$ cat src/rtl/acr_pkg.sv
package acr_pkg;
  localparam int unsigned BIT_EXT  = 24;
  localparam int unsigned BIT_DIS  = 25;
  localparam int unsigned BIT_SYNC = 26;

  typedef enum logic [2:0] {
    A_CFG  = 3'd0,
    A_CTS0 = 3'd1,
    A_CTS1 = 3'd2,
    A_PER0 = 3'd3,
    A_PER1 = 3'd4
  } acr_addr_e;
endpackage

$ cat src/rtl/acr_cfg_regs.sv
module acr_cfg_regs
  import acr_pkg::*;
#(
  parameter int W  = 20,
  parameter int AW = 3,
  parameter int DW = 32
) (
  input  logic                clk,
  input  logic                rst_n,
  input  logic                wr_en,
  input  logic [AW-1:0]       wr_addr,
  input  logic [DW-1:0]       wr_data,
  output logic [W-1:0]        n_val,
  output logic                ext_en,
  output logic                dis,
  output logic                sync_sel,
  output logic [1:0][W-1:0]   cts_pair,
  output logic [1:0][W-1:0]   per_pair
);
  logic [W-1:0] n_q;
  logic         ext_q, dis_q, sync_q;

  always_ff @(posedge clk) begin
    if (!rst_n) begin
      n_q    <= '0;
      ext_q  <= 1'b0;
      dis_q  <= 1'b0;
      sync_q <= 1'b0;
    end else if (wr_en && wr_addr == AW'(A_CFG)) begin
      n_q    <= wr_data[W-1:0];
      ext_q  <= wr_data[BIT_EXT];
      dis_q  <= wr_data[BIT_DIS];
      sync_q <= wr_data[BIT_SYNC];
    end
  end

  // One CTS value and one dwell count per side of the alternation
  for (genvar i = 0; i < 2; i++) begin : g_side
    logic [W-1:0] cts_q, per_q;
    always_ff @(posedge clk) begin
      if (!rst_n) begin
        cts_q <= '0;
        per_q <= '0;
      end else if (wr_en) begin
        if (wr_addr == AW'(A_CTS0) + AW'(i)) cts_q <= wr_data[W-1:0];
        if (wr_addr == AW'(A_PER0) + AW'(i)) per_q <= wr_data[W-1:0];
      end
    end
    assign cts_pair[i] = cts_q;
    assign per_pair[i] = per_q;
  end

  assign n_val    = n_q;
  assign ext_en   = ext_q;
  assign dis      = dis_q;
  assign sync_sel = sync_q;
endmodule

$ cat src/rtl/acr_dwell_ctr.sv
module acr_dwell_ctr #(
  parameter int W = 20
) (
  input  logic              clk,
  input  logic              rst_n,
  input  logic              clr,
  input  logic              ev,
  input  logic [1:0][W-1:0] per_pair,
  output logic              roll,
  output logic              sel
);
  logic [W-1:0] cnt;
  logic [W-1:0] per_cur;
  logic [W-1:0] limit;

  assign per_cur = per_pair[sel];
  // zero dwell behaves as a single event
  assign limit   = (per_cur == '0) ? '0 : per_cur - W'(1);
  assign roll    = ev && !clr && (cnt >= limit);

  always_ff @(posedge clk) begin
    if (!rst_n || clr) begin
      cnt <= '0;
      sel <= 1'b0;
    end else if (ev) begin
      if (cnt >= limit) begin
        cnt <= '0;
        sel <= ~sel;
      end else begin
        cnt <= cnt + W'(1);
      end
    end
  end
endmodule

$ cat src/rtl/acr_req_slot.sv
module acr_req_slot #(
  parameter int W = 20
) (
  input  logic         clk,
  input  logic         rst_n,
  input  logic         clr,
  input  logic         load,
  input  logic [W-1:0] n_in,
  input  logic [W-1:0] cts_in,
  input  logic         ready,
  output logic         valid,
  output logic [W-1:0] n_out,
  output logic [W-1:0] cts_out
);
  logic take;
  assign take = load && (!valid || ready);

  always_ff @(posedge clk) begin
    if (!rst_n || clr) begin
      valid   <= 1'b0;
      n_out   <= '0;
      cts_out <= '0;
    end else if (take) begin
      valid   <= 1'b1;
      n_out   <= n_in;
      cts_out <= cts_in;
    end else if (ready) begin
      valid   <= 1'b0;
    end
  end
endmodule

$ cat src/rtl/acr_cts_sched.sv
module acr_cts_sched #(
  parameter int W     = 20,
  parameter int AW    = 3,
  parameter int DW    = 32,
  parameter int ALIGN = 7
) (
  input  logic          clk,
  input  logic          rst_n,
  input  logic          wr_en,
  input  logic [AW-1:0] wr_addr,
  input  logic [DW-1:0] wr_data,
  input  logic          pix_en,
  input  logic          sync_pulse,
  input  logic [W-1:0]  ext_cts,
  output logic          pkt_valid,
  input  logic          pkt_ready,
  output logic [W-1:0]  pkt_n,
  output logic [W-1:0]  pkt_cts
);
  localparam logic [W-1:0] ALIGN_MASK = ~((W'(1) << ALIGN) - W'(1));

  logic [W-1:0]      n_val;
  logic              ext_en, dis, sync_sel;
  logic [1:0][W-1:0] cts_pair, per_pair;
  logic              ev, roll, sel;
  logic [W-1:0]      n_req, cts_req;

  acr_cfg_regs #(.W(W), .AW(AW), .DW(DW)) u_regs (
    .clk(clk), .rst_n(rst_n), .wr_en(wr_en), .wr_addr(wr_addr), .wr_data(wr_data),
    .n_val(n_val), .ext_en(ext_en), .dis(dis), .sync_sel(sync_sel),
    .cts_pair(cts_pair), .per_pair(per_pair)
  );

  assign ev = sync_sel ? sync_pulse : pix_en;

  acr_dwell_ctr #(.W(W)) u_ctr (
    .clk(clk), .rst_n(rst_n), .clr(dis), .ev(ev), .per_pair(per_pair),
    .roll(roll), .sel(sel)
  );

  assign cts_req = ext_en ? ext_cts : cts_pair[sel];
  assign n_req   = ext_en ? (n_val & ALIGN_MASK) : n_val;

  acr_req_slot #(.W(W)) u_slot (
    .clk(clk), .rst_n(rst_n), .clr(dis), .load(roll), .n_in(n_req), .cts_in(cts_req),
    .ready(pkt_ready), .valid(pkt_valid), .n_out(pkt_n), .cts_out(pkt_cts)
  );
endmodule

$ cat config.mk
export PLATFORM = sky130hd
export DESIGN_NAME = acr_cts_sched
export DESIGN_NICKNAME = d
export VERILOG_FILES = /design/src/rtl/acr_pkg.sv /design/src/rtl/acr_cfg_regs.sv /design/src/rtl/acr_dwell_ctr.sv /design/src/rtl/acr_req_slot.sv /design/src/rtl/acr_cts_sched.sv
export SDC_FILE = /design/constraint.sdc
export NUM_CORES = 1
export LEC_CHECK = 0
export BUFFER_PORTS_ARGS = -buffer_cell sky130_fd_sc_hd__buf_2
export CORE_ASPECT_RATIO = 1.2
export CORE_MARGIN = 2
export CORE_UTILIZATION = 40
export DETAILED_ROUTE_END_ITERATION = 10
export REMOVE_ABC_BUFFERS = 1
export SLEW_MARGIN = 20
export SYNTH_ARGS = -nofsm -noshare
export SYNTH_HDL_FRONTEND = slang
export SYNTH_SLANG_ARGS = --single-unit
$ cat constraint.sdc
create_clock -name clk -period 3.7 [get_ports clk]
set_input_delay 0.185 -clock clk [delete_from_list [all_inputs] [get_ports clk]]
set_output_delay 0.185 -clock clk [all_outputs]
set_load 0.02 [all_outputs]
== Yosys cells after proc, flatten, opt, wreduce, memory -nomap -nowiden ==
Cells that the tools add are included.
Cells by class
  bitwise logic cells: 1
  multiplexer cells: 11
  eq/ne operators: 4
  magnitude comparators: 2
  reduce and logical (&&, ||, !) cells: 17
  add/sub/neg operators: 2
Operators by type and width (number)
  20-bit two-way mux: 7
  20-bit by 1-bit adder with 20-bit output, second input constant: 1
  20-bit greater-or-equal comparator: 1
  20-bit logical NOT: 1
  20-bit by 1-bit subtractor with 20-bit output, second input constant: 1
  2-bit AND reduction: 5
  7-bit two-way mux: 1
  3-bit by 2-bit == test with 1-bit output, second input constant: 2
  1-bit logical AND: 4
  3-bit by 1-bit == test with 1-bit output, second input constant: 1
  3-bit == test, second input constant: 1
  1-bit logical NOT: 3
  3-bit logical NOT: 1
  1-bit two-way mux: 3
  1-bit logical OR: 2
  1-bit by 2-bit < comparator with 1-bit output, second input constant: 1
  2-bit nonzero test: 1
  1-bit inverter: 1
Storage, ports and cells
  input port bits: 61
  register bits after elaboration: 165

== Logic depth before layout (Yosys ltp) ==
Gate-level depths: netlist of the first run.
  depth after elaboration: 8
  mapped depth: 19
  gate-level depth less buffers: 14

== By module ==
Synthesis of the first run repeated with hierarchy kept, for this count alone.
Unflattened totals
  cells, all modules: 925
  area, all modules: 8396.8 um2
Modules (own cells, without submodules)
  acr_cfg_regs: cells an instance 361, area each 3759.9 um2, instances 1, seq. area each 2062.0 um2
  acr_dwell_ctr: cells an instance 300, area each 2543.7 um2, instances 1, seq. area each 420.4 um2
  acr_req_slot: cells an instance 189, area each 1614.0 um2, instances 1, seq. area each 820.8 um2
  acr_cts_sched: cells an instance 75, area each 479.2 um2, instances 1, seq. area each 0.0 um2

== Worst setup path after synthesis of the first run ==
No wires, ideal clock.
  path kind: reg2reg
  start point: register u_ctr.sel
  end point: register u_ctr.cnt[0]
  slack: -0.236 ns
  period minus slack after synthesis: 3.936 ns
  library setup time: 0.073 ns
  arrival: 3.863 ns
  cell stages (with the launch flop): 19
  required time: 3.627 ns
  cell sequence: dfxtp_1 buf_6 buf_2 buf_2 mux2i_1 ha_1 nand2_1 or3_4 nand2b_4 buf_6 and2_1 ha_1 nand2b_1 a2111o_1 a21oi_2 o2111ai_2 a21o_1 buf_2 nor3_2
Between the ends
  cells in the longest elaborated chain, start to end: 6
RTL lines
  from (decl): line acr_dwell_ctr.sv:10  | output logic sel
  from (signal assigned): line acr_dwell_ctr.sv:28  | sel <= ~sel;
  20-bit two-way mux (not written as such) (*) (2 in a row): line acr_dwell_ctr.sv:16  | assign per_cur = per_pair[sel];
  20-bit by 1-bit subtractor with 20-bit output or 20-bit logical NOT (tied branches): line acr_dwell_ctr.sv:18  | assign limit = (per_cur == '0) ? '0 : per_cur - W'(1);
  20-bit two-way mux (*): line acr_dwell_ctr.sv:18
  20-bit greater-or-equal comparator (*): line acr_dwell_ctr.sv:26  | if (cnt >= limit) begin
  20-bit two-way mux (*): line acr_dwell_ctr.sv:26
  to (signal assigned): line acr_dwell_ctr.sv:30  | cnt <= cnt + W'(1);
  to (decl): line acr_dwell_ctr.sv:12  | logic [W-1:0] cnt;
Mark *: on every way between the ends. The rest lies on a longest branch, timed or not. The select of a mux whose other input is x is not followed.
A chain may end at the register's enable or synchronous reset.

== Final worst setup path of the first run ==
  start point: register u_ctr.sel
  end point: register u_slot.n_out[9]
Between the ends
  cells in the longest elaborated chain, start to end: 7
RTL lines
  20-bit two-way mux (not written as such) (*) (2 in a row): line acr_dwell_ctr.sv:16
  20-bit by 1-bit subtractor with 20-bit output or 20-bit logical NOT (tied branches): line acr_dwell_ctr.sv:18
  20-bit two-way mux (*): line acr_dwell_ctr.sv:18
  20-bit greater-or-equal comparator (*): line acr_dwell_ctr.sv:19  | assign roll = ev && !clr && (cnt >= limit);
  1-bit logical AND (*): line acr_dwell_ctr.sv:19
  1-bit logical AND (*): line acr_req_slot.sv:16  | assign take = load && (!valid || ready);
  to (signal assigned): line acr_req_slot.sv:25  | n_out <= n_in;
  to (decl): line acr_req_slot.sv:12  | output logic [W-1:0] n_out,
Marks and branches as above.

==> metrics.txt, run 1 <==
Top-Level Pins=102; Placer Congestion=0.7789; Core ar.=0.01962 mm²; synthesized area per cell=8.191 µm²; count of cell types in the netlist=58; Final ANT Viol Nets=0; Die Wd=133.5 µm; Post-Syn Instances=983; crit path DAT=3.89 ns; CTS tree=done; Leak=3.669 nW; final hold vios=0; top cells by area, synth=dfxtp_1 (41%), nand2_1 (11%), a21boi_0 (9.6%); Critical Path Start Type=flop; RR Startpoint=u_ctr.sel$_SDFFE_PP0P_; Peak VDD IR=0.3074 mV; max-slew violation count=0; Power Dens Cells=417.0 mW/mm²; Std-Cell Rows=56; total power=4.178 mW; Routed WL=21.69 mm; # diodes=0; # DRC=0; HPWL after detailed placement=13.98 mm; post-synthesis async set-or-reset flop share=0; post-synthesis compound-gate area fraction=0.1911; Final WS setup=0.08246 ns; Hold Path Origin=wr_data[25]; first-pass GRT wire length=34.05 mm; Port Buffers=92; register area share after synthesis=0.4103; synthesis-to-layout area growth=24.44%; Root Driver=clkbuf_16; Initial Util=0.4104; Vias=6946; critical-path maximum fanout=10; Slew HR=0.2986; vias in the first global route=6762; adder-cell share of the synthesized area=0.03574; RSZ-0062 raised after global routing=true; proportion of synthesized area in mux cells=0.05408; TritonCTS Sinks=165; run status=finished clean; fin nets=1177; worst reg-to-reg path cell count=17; Worst Tran Pin Value=1.052 ns; Tmin final=3.618 ns; EDFF count, synth=0; Max Fclk=276.4 MHz; TritonCTS buffer count=17; H-tree Lvls=4; post-synthesis simple-gate area fraction=0.2348; die area=0.02128 mm²; largest net degree at the start of global routing=69; type of the tightest min-delay check=in2reg; largest family of logic cells by synthesized area=simple AND/OR/NAND/NOR gates; Post-Layout Cell Count=1366; layout cells sized above 1=0.2262; drt first pass iters=5; crit end category=flop; ys flop type=dfxtp_1; final core utilization=0.5107; register bit count reported by yosys=165; dpl ws=-0.1461 ns; CP Class=reg2reg; initial antenna violation count=0; WL/cell=15.88 µm; Req. time, crit path=3.98 ns; Yosys top cell by area=dfxtp_1; XOR/XNOR Fraction of Synth Area=0.03372; Max Cap Viol=0; final setup violation count=0; Vias/cell=5.085; Synth Cell Area=0.008051 mm²; origin of the worst setup path=u_ctr.sel$_SDFFE_PP0P_; clk buf depth=2; YS warnings=0; Die Y-Extent=159.4 µm; Setup TNS Final=0 ns; Synth top area share=0.4103; worst skew pair latency=0.43 ns; GR Util All Layers=0.1978; Placed Cells=1319; DRT iter0 DRCs=329; hold path cells=3; final period utilization=0.9777; clock skew=0.01273 ns; Clk pin slew, worst setup/hold paths=0.07 ns; GRT overflow=0
## placed cells by master (no fill, tap or decap), types with 37 or more instances in the layout
cell,n
mux2i_1,37
buf_2,92
dfxtp_1,164
a21boi_0,103
buf_4,50
nand2_1,244
nor2_1,39
nand3_1,44
a21oi_1,48
o21ai_0,60
## registers in the layout (all words and copies together) (netlist names)
signal / flops
u_regs.n_val: 20
u_ctr.sel: 1
u_regs.sync_sel: 1
u_slot.cts_out: 20
u_regs.g_side.cts_q: 40
u_slot.valid: 1
u_ctr.cnt: 20
u_regs.g_side.per_q: 40
u_regs.dis: 1
u_regs.ext_en: 1
u_slot.n_out: 20
## power breakdown
part / internal, mW / switching, mW
clock network: 1.07 / 0.775
logic: 0.225 / 0.285
registers: 1.80 / 0.0191
## final timing paths
path / to / slack (ns)
worst max-delay path: u_slot.n_out[9]$_SDFFE_PP0P_ / 0.08
worst min-delay path: u_regs.dis$_SDFFE_PN0P_ / 0.02
worst max register to register: u_slot.n_out[9]$_SDFFE_PP0P_ / 0.08
worst min register to register: u_regs.g_side[1].per_q[19]$_SDFFE_PN0P_ / 0.46
## repair_timing
action	CTS	global route
endpoints found under the setup margin	61	62
cloned	0	4
endpoints found under the hold margin	1	0
resized for setup	14	40
pin swaps	4	32
buffers inserted	3	8
hold buffers	1	0
## per-stage QoR
step | hold WS (ns) | area, µm²
6_report | 0.02020 | 10020
5_1_grt | 0.02360 | 10020
4_1_cts | 0.007364 | 9687
3_5_place_dp | 0.4485 | 8995
3_3_place_gp | 0.4462 | 8995
2_1_floorplan | 0.3299 | 7742
## cell usage after synthesis, drive strengths merged, types with 5 or more instances
cell type	number
clkbuf	57
nand2b	5
mux2i	40
a21oi	52
o21ai	71
or3	6
nand4b	7
buf	11
nor3b	9
nor3	12
a21boi	103
xnor2	16
nor2	40
xor2	15
nand2	255
and3	7
nand3	47
dfxtp	165
ha	23
## layer usage
layer	part of all wire	wire, µm	track usage
met5	0	0	0
met4	0.014	312	0.05416
met3	0.034	744	0.03852
met2	0.48	10470	0.3395
met1	0.47	10160	0.2526
## cell type report
cell class,count,area [µm²]
clock buffer,18,429.2
clock inverter,13,172.7
fill,1927,9599
inverter,4,15.01
multi-input combinational,746,4658
sequential,165,3307
tap,261,326.6
timing repair buffer,159,1111
## critical path: stages, from the launching register on
cell	delay, ns
dfxtp_4	0.39
buf_4	0.16
buf_4	0.15
nor3_4	0.17
o221ai_4	0.16
or3_4	0.42
or3_1	0.33
nand3_2	0.11
ha_4	0.21
and3_4	0.17
a221o_1	0.32
nand2_2	0.08
buf_4	0.12
o2111ai_4	0.18
buf_6	0.19
clkbuf_16	0.16
nand3_1	0.08
a21oi_1	0.07
## logic make-up (layout without fill, tap and decap cells)
family / Yosys count / in the layout
simple gates: 409 / 409
compound gates: 241 / 241
flops: 165 / 165
buf+inv: 72 / 194
mux: 42 / 42
xor+xnor: 31 / 31
fa+ha+maj: 23 / 23
No activity file was read; power rests on OpenSTA's default activity.
==> run 2: changes to the inputs <==
CORE_MARGIN = 1.5   (was 2)
==> run 2 against run 1 <==
Effect of this change: the run now ends with negative setup slack left; sequential share of layout area down 1.0 points; hold slack worse by 0.0046 ns; critical path depth up 1; sequential power about the same; clock power about the same; global-route usage up 0.28 points; clock skew up 0.00087 ns; non-clock buffer count up 7; critical endpoint is now u_slot.n_out[8]$_SDFFE_PP0P_; highest routed layer unchanged.
==> metrics.txt, run 2 (synthesis results as in run 1) <==
run status=finished with violations; failing checks=negative setup slack; Leak=3.737 nW (+1.9%); most frequent cells in the layout=nand2_1 (244), dfxtp_1 (164), a21boi_0 (103), buf_2 (92); Initial Util=0.4104 (unchanged); Vias=6989 (+0.62%); TritonCTS buffer count=17 (unchanged); Max Fclk=265.7 MHz (-3.9%); slowest CP cell=or3_4; final setup violation count=61 (+61); Placer Congestion=0.7740 (-0.63%); Peak VDD IR=0.3072 mV (about the same); Max Cap Viol=0 (unchanged); critical-path maximum fanout=7 (-3); H-tree Lvls=4 (unchanged); CP top delay family=simple AND/OR/NAND/NOR gates; drt first pass iters=4 (-1); total power=4.185 mW (+0.18%); most frequent CP cell=buf_6; Final ANT Viol Nets=0 (unchanged); CP Class=reg2reg; die area=0.02099 mm² (-1.4%); CTS tree=done; peak-usage layer in the global routing report=met2; # DRC=0 (unchanged); layout cells sized above 1=0.2615 (+0.03521); Vias/cell=5.087 (about the same); type of the tightest min-delay check=in2reg; GRT overflow=0 (unchanged); Buf/Inv on CP=6 (+1); crit end category=flop; TritonCTS Sinks=165 (unchanged); clock skew=0.01361 ns (+0.0008718 ns); Top-Level Pins=102 (unchanged); Hold WS=0.01564 ns (-0.004552 ns); initial antenna violation count=0 (unchanged); DRT iter0 DRCs=315 (-4.3%); Die Wd=132.5 µm (-0.75%); final hold vios=0 (unchanged); GR Util All Layers=0.2006 (+0.002780); Final WS setup=-0.06434 ns (-0.1468 ns); Max stage delay on crit path=0.42 ns (about the same); Filler Cell Count=1897 (-1.6%); M1 GR Usage=0.2536 (+0.0009457); WL/cell=15.69 µm (-1.2%); fin nets=1184 (+0.59%); max-slew violation count=0 (unchanged); HPWL after detailed placement=14.00 mm (+0.15%); critical-path cell list=buf_8, buf_6, nor4_4, o21ai_2, or3_4, buf_6, or3_4, nand3_4, ha_4, and3_4, a221o_1, nand2_2, buf_6, o2111a_2, buf_12, buf_6, o21ai_0, a21oi_1; Slew HR=0.3133 (+0.01469); vias in the first global route=6566 (-2.9%); Root Driver=clkbuf_16; Routed WL=21.56 mm (-0.60%); met2 usage=0.3533 (+0.01378); clk buf depth=2 (unchanged); Worst Tran Pin Value=1.028 ns (-0.02452 ns); Clk pin slew, worst setup/hold paths=0.07 ns (about the same); Core ar.=0.01962 mm² (unchanged); # diodes=0 (unchanged); RSZ-0062 raised after global routing=true; Std-Cell Rows=56 (unchanged); final core utilization=0.5267 (+0.01594); first-pass GRT wire length=33.67 mm (-1.1%); worst skew pair latency=0.44 ns (about the same); Req. time, crit path=4.05 ns (+0.07 ns); synthesis-to-layout area growth=28.33%; Die Y-Extent=158.4 µm (-0.63%); Port Buffers=92 (unchanged); crit path DAT=4.11 ns (+0.22 ns); Critical Path Start Type=flop; Top Registers=u_regs.g_side.cts_q (40), u_regs.g_side.per_q (40); Tmin final=3.764 ns (+0.1468 ns); commonest non-fill, non-tap cell in the layout=nand2_1; met3 usage=0.03534 (-0.003184); Power Dens Cells=405.1 mW/mm² (-2.9%); largest net degree at the start of global routing=57 (-17%); final period utilization=1.017 (+0.03968)
[run 2: report_power, final]
part	leakage, nW	switching (mW)	internal, mW
Combinational	2.12	0.297	0.241
Sequential	1.33	0.0189	1.80
Clock	0.287	0.792	1.04
Total	3.74	1.11	3.08
[run 2: final timing paths]
| check | startpoint | endpoint | slack (ns) | depth (start not counted) |
|---|---|---|---|---|
| setup reg to reg | u_ctr.sel$_SDFFE_PP0P_ | u_slot.n_out[8]$_SDFFE_PP0P_ | -0.06 | 18 |
| hold / removal | wr_data[25] | u_regs.dis$_SDFFE_PN0P_ | 0.02 | 3 |
| hold reg to reg | u_slot.n_out[10]$_SDFFE_PP0P_ | u_slot.n_out[10]$_SDFFE_PP0P_ | 0.45 | 2 |
| setup / recovery | u_ctr.sel$_SDFFE_PP0P_ | u_slot.n_out[8]$_SDFFE_PP0P_ | -0.06 | 18 |
[run 2: layer usage]
layer	routed length (µm)	vias to the layer above
met4	199	0
met3	641	14
met5	0	-
met2	10820	92
li1	-	3595
met1	9895	3288
[run 2: cell type report]
class,count,area [µm²],share of cell area
Timing Repair Buffer,166,1247,0.1207
Sequential cell,165,3307,0.3201
Tap cell,261,326.6,0.03161
Multi-Input combinational cell,746,4833,0.4678
Clock buffer,19,442.9,0.04287
Inverter,4,15.01,0.001453
Clock inverter,13,160.2,0.01550
[run 2: worst min-delay path, stage by stage]
cell and delay, ns:
buf_2 0.10, nand2_1 0.04, a21boi_0 0.06
[run 2: per-stage QoR]
step / setup slack (ns) / TNS, ns / cell area, µm² / std cells
final: -0.06434 / -1.874 / 10330 / 1374
after global routing: -0.1773 / -8.264 / 10330 / 1374
after CTS: 0.003195 / 0 / 9838 / 1365
after detailed placement: -0.2154 / -9.975 / 9000 / 1321
after global placement: -0.1730 / -7.869 / 9000 / 1321
after floorplan: -1.906 / -104.78 / 7742 / 915
[run 2: what timing repair did]
| item | in CTS | in global routing |
|---|---|---|
| hold buffers | 2 | 0 |
| setup buffers | 9 | 5 |
| cloned | 1 | 5 |
| endpoints found under the hold margin | 2 | 0 |
| gates resized for setup | 26 | 106 |
| pin swaps | 3 | 72 |
| endpoints found under the setup margin | 62 | 62 |
